File: config.mk
export PLATFORM = sky130hd
export DESIGN_NAME = dsl_frame_asm
export DESIGN_NICKNAME = d
export VERILOG_FILES = /design/src/rtl/dsl_fa_pkg.sv /design/src/rtl/dsl_fa_seq.sv /design/src/rtl/dsl_fa_shift.sv /design/src/rtl/dsl_frame_asm.sv
export SDC_FILE = /design/constraint.sdc
export NUM_CORES = 1
export LEC_CHECK = 0
export ABC_AREA = 1
export BUFFER_PORTS_ARGS = -buffer_cell sky130_fd_sc_hd__clkbuf_2
export CAP_MARGIN = 20
export CORE_AREA = 3 3 50 98
export DETAILED_ROUTE_END_ITERATION = 10
export DIE_AREA = 0 0 53 101
export GPL_TIMING_DRIVEN = 0
export PLACE_DENSITY = 0.84
export SLEW_MARGIN = 40
export SYNTH_ARGS = -nofsm -noshare
export SYNTH_HDL_FRONTEND = slang
export SYNTH_SLANG_ARGS = --single-unit
File: constraint.sdc
create_clock -name clk -period 2.4 [get_ports clk]
set_input_delay 0.12 -clock clk [delete_from_list [all_inputs] [get_ports clk]]
set_output_delay 0.12 -clock clk [all_outputs]
set_load 0.005 [all_outputs]
File: src/rtl/dsl_fa_pkg.sv
package dsl_fa_pkg;

    // Frame position phases
    typedef enum logic [1:0] {
        PH_SYNC  = 2'd0,
        PH_DATA  = 2'd1,
        PH_MAINT = 2'd2
    } phase_t;

    localparam int SYNC_QUATS = 9;

    // Sign bits of the framing word, first quat at the MSB (1 = +3, 0 = -3)
    localparam logic [SYNC_QUATS-1:0] SYNC_SIGNS = 9'b110001011;

    // Code for framing quat k; inv selects the superframe marker
    function automatic logic [1:0] sync_code(input logic [3:0] k, input logic inv);
        logic [3:0] bitpos;
        bitpos = 4'(SYNC_QUATS - 1) - k;
        return {SYNC_SIGNS[bitpos] ^ inv, 1'b0};
    endfunction

endpackage

File: src/rtl/dsl_fa_seq.sv
module dsl_fa_seq
    import dsl_fa_pkg::*;
#(
    parameter int GROUPS      = 12,
    parameter int GRP_QUATS   = 9,
    parameter int MAINT_QUATS = 3,
    parameter int FRAMES      = 8,
    localparam int FQ = SYNC_QUATS + GROUPS * GRP_QUATS + MAINT_QUATS,
    localparam int QW = $clog2(FQ),
    localparam int FW = $clog2(FRAMES)
) (
    input  logic          clk,
    input  logic          rst_n,
    input  logic          adv,
    output phase_t        phase,
    output logic [QW-1:0] pos,
    output logic [FW-1:0] frm,
    output logic          grp_first,
    output logic          mnt_first
);

    localparam logic [QW-1:0] SYNC_LAST = QW'(SYNC_QUATS - 1);
    localparam logic [QW-1:0] DATA_LAST = QW'(SYNC_QUATS + GROUPS * GRP_QUATS - 1);
    localparam logic [QW-1:0] POS_LAST  = QW'(FQ - 1);
    localparam logic [QW-1:0] SUB_LAST  = QW'(GRP_QUATS - 1);
    localparam logic [FW-1:0] FRM_LAST  = FW'(FRAMES - 1);

    phase_t        state, state_nx;
    logic [QW-1:0] sub;

    // Next-state logic: SYNC_TO_DATA, DATA_TO_MAINT, MAINT_TO_SYNC
    always_comb begin
        state_nx = state;
        unique case (state)
            PH_SYNC:  if (pos == SYNC_LAST) state_nx = PH_DATA;
            PH_DATA:  if (pos == DATA_LAST) state_nx = PH_MAINT;
            PH_MAINT: if (pos == POS_LAST)  state_nx = PH_SYNC;
            default:  state_nx = PH_SYNC;
        endcase
    end

    // State register
    always_ff @(posedge clk) begin
        if (!rst_n)   state <= PH_SYNC;
        else if (adv) state <= state_nx;
    end

    // Position counters
    always_ff @(posedge clk) begin
        if (!rst_n) begin
            pos <= '0;
            frm <= '0;
            sub <= '0;
        end else if (adv) begin
            if (pos == POS_LAST) begin
                pos <= '0;
                frm <= (frm == FRM_LAST) ? '0 : frm + 1'b1;
            end else begin
                pos <= pos + 1'b1;
            end
            if (state_nx != state)
                sub <= '0;
            else if (state == PH_DATA && sub == SUB_LAST)
                sub <= '0;
            else
                sub <= sub + 1'b1;
        end
    end

    // Outputs derived from state
    always_comb begin
        phase     = state;
        grp_first = 1'b0;
        mnt_first = 1'b0;
        unique case (state)
            PH_SYNC:  ;
            PH_DATA:  grp_first = (sub == '0);
            PH_MAINT: mnt_first = (sub == '0);
            default:  ;
        endcase
    end


    grp_align_chk: assert property (@(posedge clk) disable iff (!rst_n)
        grp_first |-> ((32'(pos) - SYNC_QUATS) % GRP_QUATS) == 0);


    mnt_window_chk: assert property (@(posedge clk) disable iff (!rst_n)
        state == PH_MAINT |-> pos > DATA_LAST);


    sync_window_chk: assert property (@(posedge clk) disable iff (!rst_n)
        state == PH_SYNC |-> pos <= SYNC_LAST);

endmodule

File: src/rtl/dsl_fa_shift.sv
module dsl_fa_shift #(
    parameter int W = 16
) (
    input  logic         clk,
    input  logic         rst_n,
    input  logic         load,
    input  logic         shift,
    input  logic [W-1:0] load_val,
    output logic [1:0]   head
);

    logic [W-1:0] sr;

    always_ff @(posedge clk) begin
        if (!rst_n)      sr <= '0;
        else if (load)   sr <= load_val;
        else if (shift)  sr <= {sr[W-3:0], 2'b00};
    end

    assign head = sr[W-1:W-2];

endmodule

File: src/rtl/dsl_frame_asm.sv
module dsl_frame_asm
    import dsl_fa_pkg::*;
#(
    parameter int B_BITS      = 8,
    parameter int D_SYS_BITS  = 8,
    parameter int D_USED      = 2,
    parameter int GROUPS      = 12,
    parameter int MAINT_QUATS = 3,
    parameter int FRAMES      = 8,
    localparam int GRP_BITS  = 2 * B_BITS + D_USED,
    localparam int GRP_QUATS = GRP_BITS / 2,
    localparam int MNT_BITS  = 2 * MAINT_QUATS,
    localparam int FQ = SYNC_QUATS + GROUPS * GRP_QUATS + MAINT_QUATS,
    localparam int QW = $clog2(FQ),
    localparam int FW = $clog2(FRAMES)
) (
    input  logic                  clk,
    input  logic                  rst_n,
    input  logic                  quat_en,
    input  logic [B_BITS-1:0]     b1_in,
    input  logic [B_BITS-1:0]     b2_in,
    input  logic [D_SYS_BITS-1:0] d_in,
    input  logic [MNT_BITS-1:0]   m_in,
    output logic                  grp_take,
    output logic                  mnt_take,
    output logic                  quat_vld,
    output logic [1:0]            quat_out,
    output logic                  sync_flag,
    output logic [QW-1:0]         quat_idx,
    output logic [FW-1:0]         frame_idx
);

    localparam int SH_W = GRP_BITS - 2;
    localparam int M_PAD = SH_W - (MNT_BITS - 2);
    localparam logic [QW-1:0] POS_LAST = QW'(FQ - 1);
    localparam logic [FW-1:0] FRM_LAST = FW'(FRAMES - 1);

    phase_t              phase;
    logic [QW-1:0]       pos;
    logic [FW-1:0]       frm;
    logic                grp_first, mnt_first;
    logic [GRP_BITS-1:0] grp_word;
    logic [SH_W-1:0]     sh_val;
    logic [1:0]          sh_head;
    logic                sh_load, sh_shift;
    logic [1:0]          cur_code;
    logic                cur_sync;

    dsl_fa_seq #(
        .GROUPS     (GROUPS),
        .GRP_QUATS  (GRP_QUATS),
        .MAINT_QUATS(MAINT_QUATS),
        .FRAMES     (FRAMES)
    ) u_seq (
        .clk      (clk),
        .rst_n    (rst_n),
        .adv      (quat_en),
        .phase    (phase),
        .pos      (pos),
        .frm      (frm),
        .grp_first(grp_first),
        .mnt_first(mnt_first)
    );

    // Only the leading D bits travel; the rest of the system byte is dropped
    assign grp_word = {b1_in, b2_in, d_in[D_SYS_BITS-1 -: D_USED]};

    assign sh_load  = quat_en & (grp_first | mnt_first);
    assign sh_shift = quat_en & ~sh_load;
    assign sh_val   = grp_first ? grp_word[SH_W-1:0]
                                : {m_in[MNT_BITS-3:0], {M_PAD{1'b0}}};

    dsl_fa_shift #(.W(SH_W)) u_shift (
        .clk     (clk),
        .rst_n   (rst_n),
        .load    (sh_load),
        .shift   (sh_shift),
        .load_val(sh_val),
        .head    (sh_head)
    );

    assign grp_take = quat_en & grp_first;
    assign mnt_take = quat_en & mnt_first;

    // Quat selection per phase
    always_comb begin
        cur_code = 2'b00;
        cur_sync = 1'b0;
        unique case (phase)
            PH_SYNC: begin
                cur_code = sync_code(4'(pos), frm == '0);
                cur_sync = 1'b1;
            end
            PH_DATA:  cur_code = grp_first ? grp_word[GRP_BITS-1 -: 2] : sh_head;
            PH_MAINT: cur_code = mnt_first ? m_in[MNT_BITS-1 -: 2] : sh_head;
            default:  ;
        endcase
    end

    // Output register
    always_ff @(posedge clk) begin
        if (!rst_n) begin
            quat_vld  <= 1'b0;
            quat_out  <= 2'b00;
            sync_flag <= 1'b0;
            quat_idx  <= '0;
            frame_idx <= '0;
        end else begin
            quat_vld <= quat_en;
            if (quat_en) begin
                quat_out  <= cur_code;
                sync_flag <= cur_sync;
                quat_idx  <= pos;
                frame_idx <= frm;
            end
        end
    end


    flag_window_chk: assert property (@(posedge clk) disable iff (!rst_n)
        quat_vld |-> sync_flag == (32'(quat_idx) < SYNC_QUATS));


    sync_mag_chk: assert property (@(posedge clk) disable iff (!rst_n)
        quat_vld && sync_flag |-> quat_out[0] == 1'b0);


    inv_first_chk: assert property (@(posedge clk) disable iff (!rst_n)
        quat_vld && quat_idx == '0 && frame_idx == '0 |-> quat_out == 2'b00);


    idx_step_chk: assert property (@(posedge clk) disable iff (!rst_n)
        quat_en && quat_vld |=>
            quat_idx == (($past(quat_idx) == POS_LAST) ? '0 : $past(quat_idx) + 1'b1));


    frame_step_chk: assert property (@(posedge clk) disable iff (!rst_n)
        quat_en && quat_vld && quat_idx == POS_LAST |=>
            frame_idx == (($past(frame_idx) == FRM_LAST) ? '0 : $past(frame_idx) + 1'b1));


    hold_chk: assert property (@(posedge clk) disable iff (!rst_n)
        !quat_en |=> !quat_vld && $stable(quat_out) && $stable(quat_idx) && $stable(frame_idx));


    take_excl_chk: assert property (@(posedge clk) disable iff (!rst_n)
        !(grp_take && mnt_take));

endmodule

After elaboration in Yosys (flattened, before gate mapping)
Memory sizes are Yosys's and may differ from the RTL's.
Index checks and enable logic that the tools add are counted.
- bits of input ports: 33
- memories: 1
- RAM bits: 0
- register bits: 49
- latch bits: 0
- memory bits (read-only): 16
- output and inout port bits: 16
- multiplexer cells: 18
- $mul: 0
- divide/modulo/power cells: 0
- reduce and logical (&&, ||, !) cells: 6
- bitwise gates (word level): 7
- equality and inequality tests: 8
- shift-type cells: 0
- add/sub/neg operators: 4
- $lt $le $gt $ge: 1
- memories (memory ; depth ; width ; read ports ; clocked after Yosys merged registers in ; write ports ; line ; text):
    (no name shown) ; 16 ; 1 ; 1 ; 0 ; 0 ; dsl_fa_pkg.sv:19 ; return {SYNC_SIGNS[bitpos] ^ inv, 1'b0};
- operators by type and width (kind ; count):
    $mux W16 ; 3
    $mux W7 ; 3
    $add A7 B1 Y7 const B ; 2
    $eq A7 B4 Y1 const B ; 2
    $eq A7 B7 Y1 const B ; 2
    $pmux W2 S3 ; 2
    $mux W2 ; 5
    $logic_not A7 Y1 ; 1
    $lt A4 B5 Y1 const B ; 1
    $and A1 B1 Y1 ; 4
    $mux W1 ; 4
    $sub A4 B4 Y4 const A ; 1
    $add A3 B1 Y3 const B ; 1
    $eq A3 B3 Y1 const B ; 1
    $logic_not A3 Y1 ; 1
    $mux W3 ; 1
    $eq A2 B1 Y1 const B ; 1
    $eq A2 B2 Y1 const B ; 1
    $logic_not A2 Y1 ; 1
    $ne A2 B2 Y1 ; 1
    $reduce_and A2 Y1 ; 1
    $reduce_bool A2 Y1 ; 1
    $logic_and A1 B1 Y1 ; 1
    $not A1 Y1 ; 1
    2 further kinds ; 2

Depth between registers and ports, before layout
Gate-level depths: netlist of run 1.
- depth in word-level cells: 8
- mapped depth: 11
- gate-level depth less buffers: 11

By module
A second synthesis of run 1 with hierarchy kept.
- cells, all modules: 423
- area total of the unflattened synthesis: 2705.1 sq um
- by module, submodules not included (module ; times used ; area an instance (sq um) ; cells each):
    dsl_fa_seq ; 1 ; 1122.3 ; 166
    dsl_frame_asm ; 1 ; 800.8 ; 138
    dsl_fa_shift ; 1 ; 782.0 ; 119

Worst setup path after synthesis of run 1
OpenSTA, ideal clock, no wires.
- kind: register -> register
- from: register u_seq.sub[0]
- to: register u_shift.sr[10]
- stages on the path, launching flop included: 10
- path slack: 874 ps
- data required time: 2283 ps
- data arrival time: 1409 ps
- cells stage by stage: dfxtp_1 -> inv_1 -> ha_1 -> nand2_2 -> nor2_2 -> nand2_4 -> nor3_2 -> nor2_4 -> a21oi_1 -> nor2_1
- longest elaborated chain between the ends: 7
- elaborated cells on any way between the ends: 10
- those cells by class: mux (4); bitwise (4); reduce/logical (2)
- ends and longest elaborated chain (what ; line ; text):
    from (decl) ; dsl_fa_seq.sv:29 ; logic [QW-1:0] sub;
    from (signal assigned) ; dsl_fa_seq.sv:66 ; sub <= sub + 1'b1;
    $logic_not A7 Y1 * ; dsl_fa_seq.sv:77, dsl_fa_seq.sv:78 ;
    $mux W1 ; dsl_fa_seq.sv:75 ; unique case (state)
    $or A1 B1 Y1 ; dsl_frame_asm.sv:68 ; assign sh_load = quat_en & (grp_first | mnt_first);
    $and A1 B1 Y1 ; dsl_frame_asm.sv:68 ;
    $not A1 Y1 ; dsl_frame_asm.sv:69 ; assign sh_shift = quat_en & ~sh_load;
    $and A1 B1 Y1 ; dsl_frame_asm.sv:69 ;
    $reduce_bool A2 Y1 (no line) ; - ;
    to (signal assigned) ; dsl_fa_shift.sv:16 ; else if (load) sr <= load_val;
    to (signal assigned) ; dsl_fa_shift.sv:17 ; else if (shift) sr <= {sr[W-3:0], 2'b00};
    to (decl) ; dsl_fa_shift.sv:12 ; logic [W-1:0] sr;
Every way passes the cells marked *; elsewhere a longest branch is shown, timed or not.
A chain may end at the register's enable or synchronous reset.

Final worst setup path of run 1
- from: register u_seq.sub[0]
- to: output mnt_take
- longest elaborated chain between the ends: 3
- ends and longest elaborated chain (what ; line ; text):
    $logic_not A7 Y1 ; dsl_fa_seq.sv:78 ; PH_MAINT: mnt_first = (sub == '0);
    $mux W1 ; dsl_fa_seq.sv:75 ;
    $and A1 B1 Y1 ; dsl_frame_asm.sv:83 ; assign mnt_take = quat_en & mnt_first;
    to (decl) ; dsl_frame_asm.sv:25 ; output logic mnt_take,
No other way between the ends.

==> flow_summary.json, run 1 <==
{
  "dp.cells": 440,
  "cp_slowest_cell": "dfxtp_1",
  "clockRootBuffer": "clkbuf_8",
  "min_path_cells": 3,
  "min_period_over_period_pct": 78.3,
  "ys_warn_count": 0,
  "grt_pass1_wl_um": 9830,
  "slew_violations": 0,
  "power_frac_clock_pct": 31.1,
  "ys_ff_latch": 49,
  "power_density_nw_per_um2": 577,
  "fin_crit_ns": 1.88,
  "start_kind": "register",
  "fin_cells": 448,
  "drt-initial-drc-count": 71,
  "syn_nets": 385,
  "setup_violations": 0,
  "worst_slew_margin_rel_pct": 62.8,
  "grt_usage_pct": 24.1,
  "nets": 433,
  "r2r_start": "u_seq.sub[0]",
  "first_pass_iters": 4,
  "die_w_um": 53,
  "io_pins": 49,
  "ff2ff_path_depth": 9,
  "peakVddDrop_mv": 0.466,
  "setup_ws_ns": 0.522,
  "cts_setup_buffers": 0,
  "min_to": "u_shift.sr[0]",
  "power_switching_mw": 0.472,
  "clk_latency_ns": 0.32,
  "antenna_cells": 0,
  "htree_levels": 2,
  "antenna_found_initial": 0,
  "layout-drive-gt1-share_pct": 18.3,
  "intPower_mw": 1.15,
  "clk_pin_slew_ns": 0.09,
  "synth_flop_cell": "dfxtp_1",
  "comb_power_share_pct": 15.0,
  "final_antenna_net_count": 0,
  "cellLeakagePower_nw": 1.26,
  "r2r_end": "u_shift.sr[3]",
  "power_mw": 1.62,
  "die_area_um2": 5350,
  "ff2ff_setup_slack_ns": 0.69,
  "core_um2": 4300,
  "grt_max_degree": 17,
  "swShare_pct": 29.1,
  "min_path_type": "in2reg",
  "synth_edf_count": 0,
  "rows": 34,
  "area_growth_pct": 14.8,
  "clockBufferDepth": 2,
  "holdCritStartpoint": "d_in[6]",
  "post_cts_resized": 0,
  "worst-slew-pin-transition_ns": 0.557,
  "finalSetupTns_ns": 0,
  "synth-seq-area-share_pct": 40.1,
  "cp_top_family": "simple AND/OR/NAND/NOR gates",
  "grt.overflow.total": 0,
  "syn_avg_cell_area_um2": 7.09,
  "initial_utilization_pct": 56.9,
  "path_buf_inv": 2,
  "drv_cap": 0,
  "pwr-share-seq_pct": 53.9,
  "cp_slowest_stage_delay_ns": 0.34,
  "dp_slack_ns": 0.714,
  "port_buffers": 41,
  "critical_path_class": "reg2out",
  "dpl.hpwl_um": 4490,
  "status": "completed",
  "startpoint": "u_seq.sub[0]",
  "max_freq_mhz": 532,
  "cts_tree": "yes",
  "arrival_ns": 1.76,
  "synth_cells": 345,
  "num_vias": 2391,
  "totalWireLength_um": 5790,
  "worstPathMaxFanout": 7,
  "endpoint_kind": "output port",
  "avgRoutedWirePerCell_um": 12.9,
  "drc_errors": 0,
  "crit_chain": "inv_1 > ha_1 > nand2_2 > nor2_2 > nand2_4 > nor3_2 > clkbuf_2",
  "cts_hold_buf": 0,
  "synth_cell_types": 30,
  "hold_violations": 0,
  "vias_per_cell": 5.34,
  "async_flop_share_pct": 0,
  "synth.cell_area_um2": 2450,
  "grt_pass1_vias": 2348,
  "grt_setup_unrepaired": "false",
  "numCtsBuffers": 5,
  "die_h_um": 101,
  "place.gp.congestion": 0.917,
  "worstPathRequired_ns": 2.28,
  "fin_skew_ns": 0.0162,
  "cts_sinks": 49
}
logic make-up (layout without fill, tap and decap cells):
group	Yosys count	count (layout)	share of synthesized area [%]
XOR/XNOR	1	1	0.358
AO/OA/AOI/OAI	88	88	19.4
flip-flops	49	49	40.1
buffers and inverters	49	98	8.18
adder cells (fa/ha/maj)	7	7	3.58
AND/OR/NAND/NOR	151	151	28.3
power groups by stage:
stage          Combinational [mW]  Clock (mW)  Sequential [mW]
5_1_grt                     0.278       0.534            0.877
4_1_cts                     0.244       0.505            0.873
2_1_floorplan               0.167           0            0.889
3_3_place_gp                0.238           0            0.891
6_report                    0.244       0.505            0.874
3_5_place_dp                0.243           0            0.892
worst max path at each step:
| stage | to | cells past startpoint |
|---|---|---|
| 6_report | mnt_take | 7 |
| 5_1_grt | mnt_take | 7 |
| 4_1_cts | mnt_take | 7 |
| 3_5_place_dp | u_shift.sr[4] | 9 |
| 3_3_place_gp | u_shift.sr[7] | 9 |
| 2_1_floorplan | u_shift.sr[10] | 9 |
cells in the mapped netlist, types with 3 or more instances:
cell type | instances | area (µm²)
nand2_1 | 82 | 308
dfxtp_1 | 49 | 981
a21oi_1 | 39 | 195
o21ai_0 | 37 | 185
nor2_1 | 36 | 135
inv_1 | 34 | 128
clkbuf_1 | 11 | 41.3
nand3_1 | 8 | 40.0
nand4_1 | 8 | 50.1
ha_1 | 7 | 87.6
a21oi_2 | 5 | 43.8
a31oi_1 | 3 | 18.8
nor2_2 | 3 | 18.8
nor2_4 | 3 | 33.8
nor3_1 | 3 | 15.0
layer usage:
metal	vias up	part of all wire (%)	track usage (%)
met5	-	0	0
met4	0	3.5	12.4
met3	17	5.0	3.85
met2	68	55	45.0
met1	1077	36	24.1
li1	1229	-	-
cell usage in the layout, fill, tap and decap left out, drive strengths merged, types with 3 or more instances in the layout:
cell type   n
nand4       8
ha          7
nor2       43
nand2      85
buf         3
o21ai      37
a31oi       3
nand3       8
clkbuf     57
inv        36
nor3        6
a21oi      44
dfxtp      49
flip-flops by register name, indices dropped and copies added (netlist names):
signal / cells
frame_idx: 3
quat_idx: 7
quat_out: 2
quat_vld: 1
sync_flag: 1
u_seq.frm: 3
u_seq.phase: 2
u_seq.pos: 7
u_seq.sub: 7
u_shift.sr: 16
tightest hold or removal path, cell delays in order:
cell and delay (ns):
clkbuf_2 0.08, nand2_1 0.05, a21oi_1 0.05
layout make-up:
| class | instances | area [µm²] |
|---|---|---|
| well taps | 54 | 67.6 |
| flip-flops and latches | 49 | 981 |
| fillers | 418 | 1490 |
| clock inverters | 3 | 21.3 |
| clock buffers | 5 | 68.8 |
| repair buffers | 41 | 205 |
| plain buffers | 14 | 68.8 |
| multi-input cells | 247 | 1260 |
| inverters | 35 | 131 |
per-stage QoR:
| step | instance area, µm² | hold WS (ns) | util (%) |
|---|---|---|---|
| 4_1_cts | 2810 | 0.0280 | 65.4 |
| 2_1_floorplan | 2450 | 0.263 | - |
| 5_1_grt | 2810 | 0.0635 | 65.4 |
| 3_5_place_dp | 2720 | 0.356 | 63.3 |
| 3_3_place_gp | 2720 | 0.357 | 63.3 |
| 6_report | 2810 | 0.0324 | 65.4 |
No activity file was read; power rests on OpenSTA's default activity.
==> inputs of run 2 (changes only) <==
Settings changed: ABC_AREA 1 to 0, CORE_AREA 3 3 50 98 to 3 3 52 101, DIE_AREA 0 0 53 101 to 0 0 55 104, PLACE_DENSITY 0.84 to 0.78.
Clock period 2.4 ns to 1.8 ns, I/O delays scaled along.
==> run 2 against run 1 <==
  * The flow now finishes with violations (negative hold slack, negative setup slack)
  * Worst hold slack got worse by 0.036 ns
  * Clock skew decreased by 0.0018 ns
  * Worst setup slack got worse by 0.64 ns
  * Cell count decreased by 13%
  * Largest cell class unchanged
==> flow_summary.json, run 2 <==
{
  "status": "finished with violations",
  "violations": "negative hold slack, negative setup slack",
  "die_h_um": 104,
  "synth_flop_cell": "dfxtp_1",
  "grt_pass1_wl_um": 9960,
  "synthTopCellsByCount": "dfxtp_1 (49), nor2_1 (33), a21oi_1 (21)",
  "synth_area_leaders": "dfxtp_1 (41%), mux2i_1 (6.3%), nor2_1 (5.2%)",
  "cts_hold_buf": 0,
  "peakVddDrop_mv": 0.682,
  "dpl.hpwl_um": 4470,
  "layout-drive-gt1-share_pct": 32.4,
  "area_growth_pct": 28.3,
  "avgRoutedWirePerCell_um": 16.7,
  "min_path_type": "in2reg",
  "swShare_pct": 24.3,
  "top_register": "u_shift.sr",
  "final_cell_mix": "dfxtp_1 (45), clkbuf_2 (40), nor2_1 (33), a21oi_1 (16)",
  "nets": 372,
  "dp_slack_ns": -0.263,
  "setup_violations": 13,
  "io_pins": 49,
  "clk_pin_slew_ns": 0.10,
  "totalWireLength_um": 6490,
  "drt-initial-drc-count": 79,
  "synth.cell_area_um2": 2400,
  "grt_pass1_vias": 2192,
  "antenna_found_initial": 0,
  "first_pass_iters": 4,
  "fin_hold_ws_ns": -0.00318,
  "syn_avg_cell_area_um2": 8.80,
  "finish.utilization_pct": 66.4,
  "antenna_cells": 0,
  "slew_violations": 0,
  "num_vias": 2279,
  "drc_errors": 0,
  "comb_power_share_pct": 12.1,
  "clockBufferDepth": 2,
  "pwr-share-seq_pct": 50.9,
  "cts_sinks": 49,
  "synth.largest_area_cell": "dfxtp_1",
  "core_um2": 4640,
  "intPower_mw": 1.70,
  "die_area_um2": 5720,
  "max_freq_mhz": 521,
  "synth_cell_types": 46,
  "placed_area_um2": 2680,
  "power_density_nw_per_um2": 730,
  "power_switching_mw": 0.547,
  "grt_max_degree": 16,
  "grt.overflow.total": 0,
  "clk_latency_ns": 0.31,
  "numCtsBuffers": 5,
  "power_frac_clock_pct": 37.0,
  "largest_reg_flops": 16,
  "cellLeakagePower_nw": 1.28,
  "start_kind": "register",
  "syn_nets": 313,
  "die_w_um": 55,
  "setup_ws_ns": -0.121,
  "final_common_cell": "dfxtp_1",
  "arrival_ns": 2.14,
  "synth_cells": 273,
  "synth_edf_count": 0,
  "vias_per_cell": 5.87,
  "async_flop_share_pct": 0,
  "fin_skew_ns": 0.0145,
  "place.gp.congestion": 0.860,
  "yosys.area.top_type_share_pct": 40.9,
  "clockRootBuffer": "clkbuf_8",
  "port_buffers": 42,
  "drv_cap": 0,
  "fin_crit_ns": 1.92,
  "hold_violations": 1,
  "grt_usage_pct": 23.3,
  "ys_ff_latch": 49,
  "initial_utilization_pct": 51.7,
  "synth-seq-area-share_pct": 40.9,
  "ys_warn_count": 0,
  "worstPathRequired_ns": 2.02,
  "worst-slew-pin-transition_ns": 0.664,
  "rows": 35,
  "finalSetupTns_ns": -1.13,
  "endpoint_kind": "register",
  "final_area_um2": 3080,
  "critical_path_class": "reg2reg",
  "grt_setup_unrepaired": "true",
  "htree_levels": 2,
  "final_antenna_net_count": 0,
  "min_period_over_period_pct": 107,
  "worst_slew_margin_rel_pct": 55.6,
  "synth_most_common_cell": "dfxtp_1",
  "cts_tree": "yes",
  "worstPathMaxFanout": 3
}
## run 2: cell types whose count changed after synthesis, sizes merged, moves of 5 or more
cell    before  now
inv         35   12
mux2i        0   15
nand2b       0    5
o21ai       37   19
a22oi        0   12
and2         0    5
nor2b        0    6
nor2        43   33
a21oi       44   21
nand2       85    9
## run 2: path summary, 6_finish.rpt
path                            slack, ns  cells past startpoint            end          from
worst min-delay path               -0.003                      3  u_shift.sr[1]       d_in[7]
worst max register to register      -0.12                      7   u_seq.sub[6]  u_seq.pos[0]
worst min register to register       0.49                      2    quat_out[0]   quat_out[0]
worst max-delay path                -0.12                      7   u_seq.sub[6]  u_seq.pos[0]
## run 2: through the flow
step                hold slack, ns  cells  total power [mW]
floorplan                    0.228    273              1.29
global placement             0.319    370              1.37
detailed placement           0.327    370              1.38
CTS                       0.000776    386              2.23
global route                0.0216    388              2.32
finish                    -0.00318    388              2.25
## run 2: repair_timing
item / CTS / global route
pin swaps: 4 / 26
gates cloned: 2 / 0
setup buffers: 6 / 2
setup endpoints to repair: 28 / 26
resized for setup: 28 / 27
## run 2: layer usage
| layer | GRT usage [%] | share of wire, % | vias up |
|---|---|---|---|
| li1 | - | - | 1089 |
| met1 | 25.2 | 37 | 1089 |
| met2 | 39.7 | 54 | 75 |
| met3 | 4.16 | 4.3 | 26 |
| met4 | 12.9 | 4.8 | 0 |
| met5 | 0 | 0 | - |
## run 2: cell families after synthesis
family	share of synthesized area [%]
AND/OR/NAND/NOR	22.8
XOR/XNOR	2.19
AO/OA/AOI/OAI	18.7
buffers and inverters	5.58
flip-flops	40.9
adder cells (fa/ha/maj)	3.65
multiplexers	6.25
## run 2: area by class of cell
type	count	area, µm²
Buffer	18	106
Clock buffer	6	82.6
Clock inverter	2	37.5
Fill cell	398	1560
Inverter	12	50.0
Multi-Input combinational cell	194	1450
Sequential cell	49	991
Tap cell	55	68.8
Timing Repair Buffer	52	299
## run 2: power groups by stage
stage / Clock, mW / Sequential, mW / Combinational, mW
CTS: 0.843 / 1.14 / 0.246
global placement: 0 / 1.17 / 0.200
global route: 0.874 / 1.15 / 0.297
floorplan: 0 / 1.16 / 0.129
finish: 0.832 / 1.14 / 0.272
detailed placement: 0 / 1.17 / 0.205
## run 2: critical path: stages (launching register included)
cell and delay [ns]:
dfxtp_4 0.37, inv_4 0.04, ha_4 0.15, and4_2 0.25
and3_1 0.21, o32ai_4 0.35, nand3_1 0.17, o311ai_1 0.30
